## config.mk

```make
export PLATFORM = sky130hd
export DESIGN_NAME = cfg_guard_reg
export DESIGN_NICKNAME = d
export VERILOG_FILES = /design/src/rtl/cfg_guard_reg.sv
export SDC_FILE = /design/constraint.sdc
export NUM_CORES = 1
export LEC_CHECK = 0
export ABC_AREA = 1
export BUFFER_PORTS_ARGS = -buffer_cell sky130_fd_sc_hd__clkbuf_2
export CORE_MARGIN = 1
export CORE_UTILIZATION = 49
export DETAILED_ROUTE_END_ITERATION = 8
export HOLD_SLACK_MARGIN = 0.03
export MAX_ROUTING_LAYER = met4
export PLACE_DENSITY = 0.83
export SYNTH_ARGS = -nofsm -noshare
export SYNTH_HDL_FRONTEND = slang
export SYNTH_SLANG_ARGS = --single-unit
```

## constraint.sdc

```tcl
create_clock -name clk -period 2.5 [get_ports clk]
set_clock_uncertainty 0.1 [all_clocks]
set_input_delay 0.75 -clock clk [delete_from_list [all_inputs] [get_ports clk]]
set_output_delay 0.75 -clock clk [all_outputs]
set_load 0.02 [all_outputs]
```

## src/rtl/cfg_guard_reg.sv

```systemverilog
module cfg_guard_reg #(
  parameter int W = 8,
  parameter int WINDOW = 64,
  parameter logic [W-1:0] PROT_MASK = 8'h37,
  parameter logic [W-1:0] RST_VAL = 8'h10
) (
  input  logic         clk,
  input  logic         rst_n,
  input  logic         sel,
  input  logic         wr_en,
  input  logic [W-1:0] wdata,
  input  logic         special_mode,
  output logic [W-1:0] rdata,
  output logic [W-1:0] cfg_out,
  output logic         window_open,
  output logic [W-1:0] locked_bits
);
  localparam int CW = $clog2(WINDOW + 1);

  logic [CW-1:0] cnt;
  logic          grp_locked;
  logic [W-1:0]  cfg_q;
  logic          wr, prot_ok;
  logic [W-1:0]  wmask;

  assign wr          = sel & wr_en;
  assign window_open = cnt < CW'(WINDOW);
  assign prot_ok     = special_mode | (window_open & ~grp_locked);
  assign wmask       = prot_ok ? {W{1'b1}} : ~PROT_MASK;

  // window counter saturates at WINDOW
  always_ff @(posedge clk) begin
    if (!rst_n)           cnt <= '0;
    else if (window_open) cnt <= cnt + 1'b1;
  end

  // a normal-mode write inside the window locks the guarded group
  always_ff @(posedge clk) begin
    if (!rst_n)                                 grp_locked <= 1'b0;
    else if (wr && !special_mode && window_open) grp_locked <= 1'b1;
  end

  always_ff @(posedge clk) begin
    if (!rst_n)  cfg_q <= RST_VAL;
    else if (wr) cfg_q <= (cfg_q & ~wmask) | (wdata & wmask);
  end

  assign cfg_out     = cfg_q;
  assign rdata       = sel ? cfg_q : '0;
  assign locked_bits = (!special_mode && (grp_locked || !window_open)) ? PROT_MASK : '0;

  AST_FREE_BITS_FOLLOW: assert property (@(posedge clk) disable iff (!rst_n)
    wr |=> ((cfg_out & ~PROT_MASK) == ($past(wdata) & ~PROT_MASK)));
  AST_GUARD_HOLD: assert property (@(posedge clk) disable iff (!rst_n)
    (wr && !special_mode && (grp_locked || !window_open)) |=>
      ((cfg_out & PROT_MASK) == ($past(cfg_out) & PROT_MASK)));
  AST_WINDOW_STAYS_SHUT: assert property (@(posedge clk) disable iff (!rst_n)
    !window_open |=> !window_open);
  AST_LOCK_STICKY: assert property (@(posedge clk) disable iff (!rst_n)
    grp_locked |=> grp_locked);
  AST_SPECIAL_FULL_WRITE: assert property (@(posedge clk) disable iff (!rst_n)
    (wr && special_mode) |=> (cfg_out == $past(wdata)));
  AST_IDLE_HOLDS: assert property (@(posedge clk) disable iff (!rst_n)
    !wr |=> $stable(cfg_out));
endmodule

```

==> After elaboration in Yosys (flattened, before gate mapping) <==
Cells that the tools add are included.
{ "word_totals": {"regBits": 16, "in_bits": 13, "out_inout_bits": 25} }
{ "op_classes": {"addsub": 1, "magnitude_cmp": 1, "mux": 3, "bitwise": 8, "n_reduce_logical": 6} }
{ "ops": {"columns": ["op", "count"], "rows": [
  ["8-bit bitwise AND", 2],
  ["6-bit 2-to-1 mux", 2],
  ["8-bit 2-to-1 mux", 1],
  ["8-bit inverter", 1],
  ["8-bit bitwise OR", 1],
  ["7-bit by 1-bit adder with 7-bit output (second input constant)", 1],
  ["7-bit less-than comparator (second input constant)", 1],
  ["1-bit logical AND", 3],
  ["1-bit bitwise AND", 2],
  ["1-bit zero test", 2],
  ["1-bit logical OR", 1],
  ["1-bit inverter", 1],
  ["1-bit bitwise OR", 1]
]} }

==> Longest topological paths before layout <==
{ "depth": {"ltp_word": 7, "mapped_depth": 7, "ltp_nobuf": 6} }

==> Worst setup path before layout <==
No wires, ideal clock.
{ "synth_timing": {"kind": "in2out", "start": "in special_mode", "end": "out locked_bits[1]", "arrival_ns": 1.414, "t_required_ns": 1.650, "setup_slack_ns": 0.236, "cell_stages": 5, "path_buffers": 2, "path_cell_list": "inv_1 o21ai_2 clkbuf_8 inv_1 buf_4"} }
{ "synth_between": {"elab_chain_cells": 3} }
{ "synth_rtl": {"columns": ["element", "line", "rtl"], "rows": [
  ["start: declaration", "12", "input logic special_mode,"],
  ["1-bit zero test", "50", "assign locked_bits = (!special_mode && (grp_locked || !window_open)) ? PROT_MASK : '0;"],
  ["1-bit logical AND", "50", null],
  ["6-bit 2-to-1 mux", "50", null],
  ["end: declaration", "16", "output logic [W-1:0] locked_bits"]
]} }
Every way passes these cells.

==> Final worst setup path <==
{ "layout_timing": {"start": "in special_mode", "end": "out locked_bits[5]"} }
Same word-level chain as after synthesis.

==> flow_summary.toml <==
[route]
drt_iter0_markers = 16
drtPass1Iterations = 7
drc = 6
postRouteAntennaNets = 0
viasPerCell = 4.60
wl_per_cell_um = 8.65
drt_wl_total_mm = 1.44
num_vias = 768

[logic_synthesis]
synth_edf_count = 0
syn_inst = 123
syn_area_um2 = 855
synth_warnings = 0
synth.distinct_cells = 23
seq_area_frac_synth_pct = 37.5
synth_ff_type = "dfxtp_1"
synth.area.mux_share_pct = 0
synth_top_family_by_area = "simple AND/OR/NAND/NOR gates"
yosys.area_share.xor_xnor_pct = 0
yosys.area_share.simple_pct = 27.5
synth.avg_cell_area_um2 = 6.95
yosys_register_bits = 16
yosys.area_share.adder_pct = 1.46
synth_compound_area_share_pct = 10.2
async_reset_ff_share_pct = 0

[timing]
hold_viol_final = 0
setup_viol = 0
max_freq_ghz = 0.447
rsz0062_at_grt = "false"
fin_ws_ns = 0.261
min_period_over_period_pct = 89.5
timing.setup.tns_ns = 0
slew_viol_final = 0
finalCriticalPeriod_ns = 2.24

[cells_and_area]
layout_common_cells = "clkbuf_2, nand2_1, inv_1"
n_antenna_cell = 0
fillerInstances = 160
drive_above_1_share_pct = 29.8
fin_nets = 167
utilization_pct = 62.4
final_common_cell = "clkbuf_2"
synthToLayoutAreaGrowth_pct = 13.8

[clock_network]
root_buffer = "clkbuf_4"
clockBufferDepth = 2
post-cts-setup-buffers = 0
cts_tree = "built"
cts_hold_buf = 0
clk-insertion-delay-late_ns = 0.28
ctsResizeCount = 0
cts.sinks = 16
clk_pin_slew_ns = 0.08
cts_buffers = 3
htree_num_levels = 1

[power_and_ir_drop]
p_leak_nw = 0.595
ir_drop_mv = 0.298
power_density_nw_per_um2 = 523

[placed_design]
place_hpwl_mm = 1.13
gp_congestion = 0.750
portBuffers = 34
dp_slack_ns = 0.256

[die]
rows = 14
core_area_um2 = 1560
fp.dieW_um = 43.8
start_util_pct = 54.8
fp.dieH_um = 43.8
dieArea_um2 = 1910
io_pins = 38

[run]
cap_violations = 0

[grt]
grt_pass1_vias = 641
grt_use_total_pct = 18.3
overflow = 0
grt_pass1_wl_mm = 2.46
grt_max_degree = 16
antenna_found_initial = 0

[outcome]
status = "finished with violations"
violations = "design-rule violations"

[setup_path]
cp.required_ns = 1.65
cp.arrival_ns = 1.39
end_kind = "primary output"
start_kind = "input pin"
path_delay_family = "buffers and inverters"
critPathMaxFanout = 11
crit_type = "in -> out"
slowest_delay_ns = 0.19
cp_slowest_cell = "clkbuf_2"
cp.buffers_inverters = 4
crit_chain = "clkbuf_2 -> inv_1 -> o21ai_2 -> inv_1 -> clkbuf_2"

[min_path]
hold_class = "reg -> reg"
-- where the power goes --
| group | switching [W] | internal, W |
|---|---|---|
| combinational | 0.0000636 | 0.0000353 |
| sequential | 0.0000105 | 0.000269 |
| clock | 0.0000748 | 0.0000559 |
| total | 0.000149 | 0.000360 |
-- through the flow --
step | instances | power, W | hold WS [ns] | area [um2]
after global routing | 167 | 0.000542 | 0.408 | 972
after detailed placement | 164 | 0.000385 | 0.369 | 950
after CTS | 167 | 0.000520 | 0.386 | 972
after global placement | 164 | 0.000382 | 0.351 | 950
after floorplan | 125 | 0.000365 | 0.337 | 862
final | 167 | 0.000509 | 0.384 | 972
-- final cells by class --
type,count,area (um2),share of cell area (%)
Timing Repair Buffer,34,170,17.5
Inverter,24,92.6,9.52
Clock buffer,3,22.5,2.32
Multi-Input combinational cell,74,347,35.6
Tap cell,16,20.0,2.06
Sequential cell,16,320,32.9
-- cell usage after synthesis (2+ instances only) --
| cell type | n | area share (%) |
|---|---|---|
| nand2_1 | 23 | 10 |
| inv_1 | 22 | 9.7 |
| nor2_1 | 18 | 7.9 |
| dfxtp_1 | 16 | 37 |
| nand3_1 | 9 | 5.3 |
| buf_4 | 7 | 6.1 |
| a21oi_1 | 6 | 3.5 |
| o21ai_0 | 5 | 2.9 |
| a21oi_2 | 2 | 2.1 |
| nand4_1 | 2 | 1.5 |
-- kinds of logic (layout without fill, tap and decap cells) --
family                   count (synthesis)  after routing
AND/OR/NAND/NOR                         55             55
buffers and inverters                   35             61
flip-flops                              16             16
AO/OA/AOI/OAI                           15             15
adder cells (fa/ha/maj)                  1              1
other                                    1              3
-- routing by layer --
layer | GRT usage [%] | share of wire, % | up-vias | routed length, um
met5 | - | 0 | - | 0
met4 | 13.1 | 0.97 | 0 | 14
met3 | 2.92 | 7.9 | 2 | 114
met2 | 31.9 | 47 | 29 | 682
met1 | 18.3 | 44 | 317 | 633
li1 | - | - | 420 | -
-- worst reg2reg max path: cells and delay by family, from the launching register on --
family,cells,cell delay [ns]
AOI/OAI and AO/OA,1,0.38
DFF,1,0.37
and+or+nand+nor,3,0.24
-- worst paths after layout --
check / start / slack, ns / depth (start not counted) / endpoint
min reg2reg: cnt[4] / 0.38 / 2 / cnt[4]
max reg2reg: cnt[6] / 1.31 / 4 / flip-flop
max: special_mode / 0.26 / 5 / locked_bits[5]
min: cnt[4] / 0.38 / 2 / cnt[4]
Note: power is estimated with default switching activity, not from simulation.
